==> config.mk <==
export PLATFORM = sky130hd
export DESIGN_NAME = mux_bus_seq
export DESIGN_NICKNAME = d
export VERILOG_FILES = /design/src/rtl/bus_seq_pkg.sv /design/src/rtl/bus_seq_fsm.sv /design/src/rtl/bus_seq_drive.sv /design/src/rtl/bus_seq_capture.sv /design/src/rtl/mux_bus_seq.sv
export SDC_FILE = /design/constraint.sdc
export NUM_CORES = 1
export LEC_CHECK = 0
export CAP_MARGIN = 10
export CORE_MARGIN = 4
export CORE_UTILIZATION = 54
export DETAILED_ROUTE_END_ITERATION = 6
export DONT_BUFFER_PORTS = 1
export PLACE_DENSITY = 0.69
export RECOVER_POWER = 25
export SLEW_MARGIN = 20
export SYNTH_ARGS = -nofsm -noshare
export SYNTH_HDL_FRONTEND = slang
export SYNTH_HIERARCHICAL = 1
export SYNTH_SLANG_ARGS = --single-unit
==> constraint.sdc <==
create_clock -name clk -period 2.4 [get_ports clk]
set_clock_uncertainty 0.05 [all_clocks]
set_input_delay 0.48 -clock clk [delete_from_list [all_inputs] [get_ports clk]]
set_output_delay 0.48 -clock clk [all_outputs]
set_load 0.005 [all_outputs]
==> src/rtl/bus_seq_pkg.sv <==
package bus_seq_pkg;

  localparam int ADDR_W = 20;
  localparam int DATA_W = 16;
  localparam int BYTE_W = DATA_W / 2;
  localparam int HI_W   = ADDR_W - DATA_W;

  typedef enum logic [2:0] {
    PH_IDLE = 3'd0,
    PH_T1   = 3'd1,
    PH_T2   = 3'd2,
    PH_T3   = 3'd3,
    PH_T4   = 3'd4
  } phase_t;

  typedef struct packed {
    logic [ADDR_W-1:0] addr;
    logic [DATA_W-1:0] wdata;
    logic              word;
    logic              mem;
    logic              write;
    logic [1:0]        seg;
  } bus_req_t;

  // Active-low high-lane enable for the address phase.
  function automatic logic hi_lane_n(input logic word, input logic a0);
    return !(word || a0);
  endfunction

  // Status nibble for the data phase: constant 0, interrupt flag, segment.
  function automatic logic [HI_W-1:0] status_nib(input logic ie, input logic [1:0] seg);
    return {1'b0, ie, seg};
  endfunction

  // Place write data on the lanes; bytes go to both halves.
  function automatic logic [DATA_W-1:0] lane_wdata(input logic word,
                                                   input logic [DATA_W-1:0] d);
    return word ? d : {d[BYTE_W-1:0], d[BYTE_W-1:0]};
  endfunction

  // Pick the addressed lane of a read and align it low.
  function automatic logic [DATA_W-1:0] lane_rdata(input logic word, input logic a0,
                                                   input logic [DATA_W-1:0] d);
    if (word)    return d;
    else if (a0) return {{BYTE_W{1'b0}}, d[DATA_W-1:BYTE_W]};
    else         return {{BYTE_W{1'b0}}, d[BYTE_W-1:0]};
  endfunction

endpackage

==> src/rtl/bus_seq_fsm.sv <==
module bus_seq_fsm
  import bus_seq_pkg::*;
(
  input  logic   clk,
  input  logic   rst_n,
  input  logic   start,
  input  logic   ready,
  output phase_t phase,
  output logic   idle,
  output logic   last_t3
);

  phase_t phase_nx;

  assign idle    = (phase == PH_IDLE);
  assign last_t3 = (phase == PH_T3) && ready;

  always_comb begin
    phase_nx = PH_IDLE;
    unique case (phase)
      PH_IDLE: phase_nx = start ? PH_T1 : PH_IDLE;
      PH_T1:   phase_nx = PH_T2;
      PH_T2:   phase_nx = PH_T3;
      PH_T3:   phase_nx = ready ? PH_T4 : PH_T3;
      PH_T4:   phase_nx = PH_IDLE;
      default: phase_nx = PH_IDLE;
    endcase
  end

  always_ff @(posedge clk or negedge rst_n) begin
    if (!rst_n) phase <= PH_IDLE;
    else        phase <= phase_nx;
  end

  // an accepted request opens T1 on the next clock
  a_r2_start_to_t1: assert property (@(posedge clk) disable iff (!rst_n)
    start |=> (phase == PH_T1));

  // a low ready at the end of T3 repeats T3
  a_r9_wait_holds_t3: assert property (@(posedge clk) disable iff (!rst_n)
    ((phase == PH_T3) && !ready) |=> (phase == PH_T3));

  // the cycle after T4 is idle again
  a_r2_t4_to_idle: assert property (@(posedge clk) disable iff (!rst_n)
    (phase == PH_T4) |=> idle);

endmodule

==> src/rtl/bus_seq_drive.sv <==
module bus_seq_drive
  import bus_seq_pkg::*;
(
  input  logic              clk,
  input  logic              rst_n,
  input  phase_t            phase,
  input  bus_req_t          req,
  input  logic              int_en,
  output logic [DATA_W-1:0] ad_out,
  output logic              ad_oe,
  output logic [HI_W-1:0]   a_hi,
  output logic              ale,
  output logic              bhe_n,
  output logic              m_io,
  output logic              dt_r,
  output logic              rd_n,
  output logic              wr_n
);

  logic data_phase;
  assign data_phase = (phase == PH_T2) || (phase == PH_T3) || (phase == PH_T4);

  always_comb begin
    ad_out = '0;
    ad_oe  = 1'b0;
    a_hi   = '0;
    ale    = 1'b0;
    bhe_n  = 1'b1;
    m_io   = 1'b0;
    dt_r   = 1'b1;
    rd_n   = 1'b1;
    wr_n   = 1'b1;
    if (phase == PH_T1) begin
      ad_out = req.addr[DATA_W-1:0];
      ad_oe  = 1'b1;
      a_hi   = req.mem ? req.addr[ADDR_W-1:DATA_W] : '0;
      ale    = 1'b1;
      bhe_n  = hi_lane_n(req.word, req.addr[0]);
      m_io   = req.mem;
      dt_r   = req.write;
    end else if (data_phase) begin
      a_hi = status_nib(int_en, req.seg);
      m_io = req.mem;
      dt_r = req.write;
      if (req.write) begin
        ad_out = lane_wdata(req.word, req.wdata);
        ad_oe  = 1'b1;
        wr_n   = (phase == PH_T4);
      end else begin
        rd_n   = (phase == PH_T4);
      end
    end
  end

  // address latch strobe is a single-clock pulse
  a_r3_ale_pulse: assert property (@(posedge clk) disable iff (!rst_n)
    ale |=> !ale);

  // bus released whenever the read strobe is active
  a_r8_read_releases_bus: assert property (@(posedge clk) disable iff (!rst_n)
    !rd_n |-> !ad_oe);

  // never both strobes
  a_r8_strobes_exclusive: assert property (@(posedge clk) disable iff (!rst_n)
    !(!rd_n && !wr_n));

  // cycle type and direction stay fixed after T1
  a_r6_type_stable: assert property (@(posedge clk) disable iff (!rst_n)
    data_phase |-> ($stable(m_io) && $stable(dt_r)));

  // status bit 3 is low while a strobe is active
  a_r4_s6_low: assert property (@(posedge clk) disable iff (!rst_n)
    (!rd_n || !wr_n) |-> !a_hi[HI_W-1]);

endmodule

==> src/rtl/bus_seq_capture.sv <==
module bus_seq_capture
  import bus_seq_pkg::*;
(
  input  logic              clk,
  input  logic              rst_n,
  input  logic              last_t3,
  input  logic              is_write,
  input  logic              is_word,
  input  logic              a0,
  input  logic [DATA_W-1:0] ad_in,
  output logic [DATA_W-1:0] rdata,
  output logic              rdata_valid
);

  logic take;
  assign take = last_t3 && !is_write;

  always_ff @(posedge clk or negedge rst_n) begin
    if (!rst_n) begin
      rdata       <= '0;
      rdata_valid <= 1'b0;
    end else begin
      rdata_valid <= take;
      if (take) rdata <= lane_rdata(is_word, a0, ad_in);
    end
  end

  // read data valid lasts one clock
  a_r10_valid_single: assert property (@(posedge clk) disable iff (!rst_n)
    rdata_valid |=> !rdata_valid);

  // returned data holds between captures
  a_r10_data_held: assert property (@(posedge clk) disable iff (!rst_n)
    !$past(take) |-> $stable(rdata));

endmodule

==> src/rtl/mux_bus_seq.sv <==
module mux_bus_seq
  import bus_seq_pkg::*;
(
  input  logic              clk,
  input  logic              rst_n,
  input  logic              req_valid,
  output logic              req_ready,
  input  logic [ADDR_W-1:0] req_addr,
  input  logic [DATA_W-1:0] req_wdata,
  input  logic              req_word,
  input  logic              req_mem,
  input  logic              req_write,
  input  logic [1:0]        req_seg,
  input  logic              int_en,
  input  logic              ready,
  output logic [DATA_W-1:0] ad_out,
  output logic              ad_oe,
  input  logic [DATA_W-1:0] ad_in,
  output logic [HI_W-1:0]   a_hi,
  output logic              ale,
  output logic              bhe_n,
  output logic              m_io,
  output logic              dt_r,
  output logic              rd_n,
  output logic              wr_n,
  output logic [DATA_W-1:0] rdata,
  output logic              rdata_valid
);

  phase_t   phase;
  logic     idle;
  logic     last_t3;
  logic     start;
  bus_req_t cur;

  assign req_ready = idle;
  assign start     = req_valid && idle;

  always_ff @(posedge clk or negedge rst_n) begin
    if (!rst_n) cur <= '0;
    else if (start) cur <= '{addr: req_addr, wdata: req_wdata, word: req_word,
                             mem: req_mem, write: req_write, seg: req_seg};
  end

  bus_seq_fsm u_fsm (
    .clk     (clk),
    .rst_n   (rst_n),
    .start   (start),
    .ready   (ready),
    .phase   (phase),
    .idle    (idle),
    .last_t3 (last_t3)
  );

  bus_seq_drive u_drive (
    .clk    (clk),
    .rst_n  (rst_n),
    .phase  (phase),
    .req    (cur),
    .int_en (int_en),
    .ad_out (ad_out),
    .ad_oe  (ad_oe),
    .a_hi   (a_hi),
    .ale    (ale),
    .bhe_n  (bhe_n),
    .m_io   (m_io),
    .dt_r   (dt_r),
    .rd_n   (rd_n),
    .wr_n   (wr_n)
  );

  bus_seq_capture u_capture (
    .clk         (clk),
    .rst_n       (rst_n),
    .last_t3     (last_t3),
    .is_write    (cur.write),
    .is_word     (cur.word),
    .a0          (cur.addr[0]),
    .ad_in       (ad_in),
    .rdata       (rdata),
    .rdata_valid (rdata_valid)
  );

  // no new request is taken while a cycle runs
  a_r2_busy_blocks: assert property (@(posedge clk) disable iff (!rst_n)
    ale |-> !req_ready);

endmodule

==> results.md <==
- Vias in the first global route: 1898
- Synth top area cells: dfrtp_1, mux2_4, mux2i_1
- Total Power: approximately 4.8 mW
- WS Path Type: register to primary output
- Largest net degree at the start of global routing: 62
- Worst Hold Depth: 1
- Final GP Congestion: between 0.7 and 0.8
- Final Cycle Share: between 90% and 100%
- CTS HTree Levels: 3
- Post-route setup TNS: 0 ns
- Ant. Diodes: 0
- Num CTS Buffers: 9
- Placed wire-length estimate: 4.43 mm
- Leak: roughly 1.6 nW
- Clock slew at reported path FFs: 0.06 ns
- CTS Root Cell: clkbuf_8
- Routed len/inst: 19.4 um
- Cell taking the most area after synthesis: dfrtp_1
- Crit path max fanout: 16
- Synth Instances: 237
- Max Cap Violations: 0
- Share of cells above drive strength 1: between 30% and 40%
- Die Area: 6960 um^2
- TritonCTS Sinks: 61
- Synth unique cells: 34
- Hold Path End: u_fsm/phase[1]
- Skew-Pair Late Insertion Delay: 0.33 ns
- Syn Area/Cell: 13.0 um^2
- CTS tree: yes
- Final min period: 2.29 ns
- Reg2Reg Setup Slack: approximately 0.47 ns
- Final Hold Viols: 0
- Post-Syn Area: between 3000 and 4000 um^2
- Final setup vio count: 0
- GR Overflow Total: 0
- I/O Pins: 107
- Commonest non-fill, non-tap cell in the layout: dfrtp_1
- Row cnt: 27
- Crit end category: primary output
- ANT nets after route: 0
- Peak VDD IR: approximately 640 uV
- Port Buffer Count: 0
- Worst r2r src: u_fsm/phase[1]
- Syn nets: 299
- Global-route wire length before repair: around 10 mm
- Predominant post-synthesis flop cell: dfrtp_1
- Ys async rst share: 100%
- Hold Path Class: input pin to register
- Core footprint: 5510 um^2
- Final WL: 6.18 mm
- PwrDens: 1460 nW/um^2
- Commonest non-fill, non-tap cells in the layout: dfrtp_1, mux2_4, nand2_1
- Final slew viol count: 0
- RR Endpoint: cur[11]
- RSZ-0062 raised after global routing: false
- Actual slew at the worst max-slew pin: 0.686 ns
- Routed via count: 1776
- Post-synth top area share: 49.7%
- Nets: 303
- Vias per cell: 5.58
- Chip height: 83.5 um
- Crit start category: register
- Tot GR Track Use: 18.7%
- Post-synth EDFFs: 0
- 1st-pass router iterations: 4
- Max-slew headroom: 54.2%
- FMAX: around 440 MHz
- Status: completed
- Synth-to-Final Area Change: 7.86%
- Synth Register Bits: 61
- R2r worst-path depth: 4
- DRC viols: 0
- Sequential share of the synthesized area: 49.7%
- HP Start: ready
- Detailed Route Iter0 Violations: 79
- Worst EP arrival: 1.76 ns
- Fillcell total: 453
- Post-CTS setup buffer count: 0
- Starting Density: 55.8%
- Max Root-Sink Buffers: 2
- Initial antenna violation count: 0
- Ys Warns: 6
- Die width: 83.5 um
- Required time of the critical path: 1.87 ns
state kept, by name (all words and copies together), names as in the netlist:
| name | count |
|---|---|
| u_fsm/phase | 3 |
| u_capture/rdata | 16 |
| u_capture/rdata_valid | 1 |
| cur | 41 |
synth_stat cells, types with 2 or more instances:
cell type  instances
a22o_1             8
inv_1              4
dfrtp_1           61
a211oi_2           8
buf_6              7
mux2_2             2
nand2_2            2
buf_2              3
buf_12             2
mux2_4            39
nand2b_1           6
nor3b_1            2
nand2_1           26
nor2_1            10
o21ai_0           15
mux2i_1           17
o21ai_1            8
logic make-up after synthesis:
logic type             share of synthesized area [%]
AO/OA/AOI/OAI                                   10.6
XOR/XNOR                                       0.285
buffers and inverters                           5.82
flip-flops                                      49.7
multiplexers                                    25.3
AND/OR/NAND/NOR                                 8.30
what timing repair did:
item / in CTS / in global routing
hold endpoints to repair: 61 / 0
gates resized for setup: 0 / 3
hold buffers: 2 / 0
endpoints found under the setup margin: 0 / 15
metal layers:
metal | up-vias | wire, um | track usage [%]
li1 | 842 | - | -
met1 | 865 | 2650 | 23.7
met2 | 60 | 2980 | 28.8
met3 | 9 | 462 | 7.50
met4 | 0 | 90 | 7.46
met5 | - | 0 | 0
worst max-delay path by stage:
stage / startpoint / end / slack (ns) / depth (start not counted)
floorplan: u_fsm/phase[2] / ad_out[10] / 0.48 / 5
global placement: u_fsm/phase[0] / ad_out[13] / 0.43 / 3
detailed placement: u_fsm/phase[2] / ad_out[2] / 0.40 / 3
CTS: u_fsm/phase[2] / ad_out[2] / 0.03 / 3
global route: u_fsm/phase[1] / ad_out[15] / 0.009 / 3
finish: u_fsm/phase[1] / ad_out[15] / 0.11 / 3
stage by stage:
step / utilization, % / instances / instance area [um^2] / setup WS (ns) / hold slack, ns
CTS: 60.1 / 318 / 3310 / 0.0275 / 0.198
global route: 60.2 / 318 / 3320 / 0.00943 / 0.189
finish: 60.2 / 318 / 3320 / 0.112 / 0.216
global placement: 55.6 / 300 / 3060 / 0.431 / 0.136
floorplan: - / 237 / 3070 / 0.481 / 0.134
detailed placement: 55.6 / 300 / 3060 / 0.399 / 0.136
power breakdown:
group | total (mW) | leakage (nW) | switching, mW | internal [mW]
Clock | 0.936 | 0.102 | 0.400 | 0.536
Sequential | 2.01 | 0.741 | 0.467 | 1.55
Combinational | 1.89 | 0.786 | 0.828 | 1.06
Total | 4.84 | 1.63 | 1.70 | 3.14
critical path: stages, from the launching register on:
cell and delay, ns:
dfrtp_1 0.50, or3b_1 0.46, buf_4 0.23, a211oi_2 0.24
cell type report:
| class | instances | area (um^2) | share of cell area, % |
|---|---|---|---|
| clock inverter | 5 | 58.8 | 1.77 |
| inverter | 5 | 21.3 | 0.642 |
| sequential | 61 | 1530 | 46.1 |
| clock buffer | 11 | 151 | 4.57 |
| tap | 72 | 90.1 | 2.72 |
| multi-input combinational | 156 | 1370 | 41.3 |
| timing repair buffer | 8 | 95.1 | 2.87 |
Power figures use the tool's default switching activity.
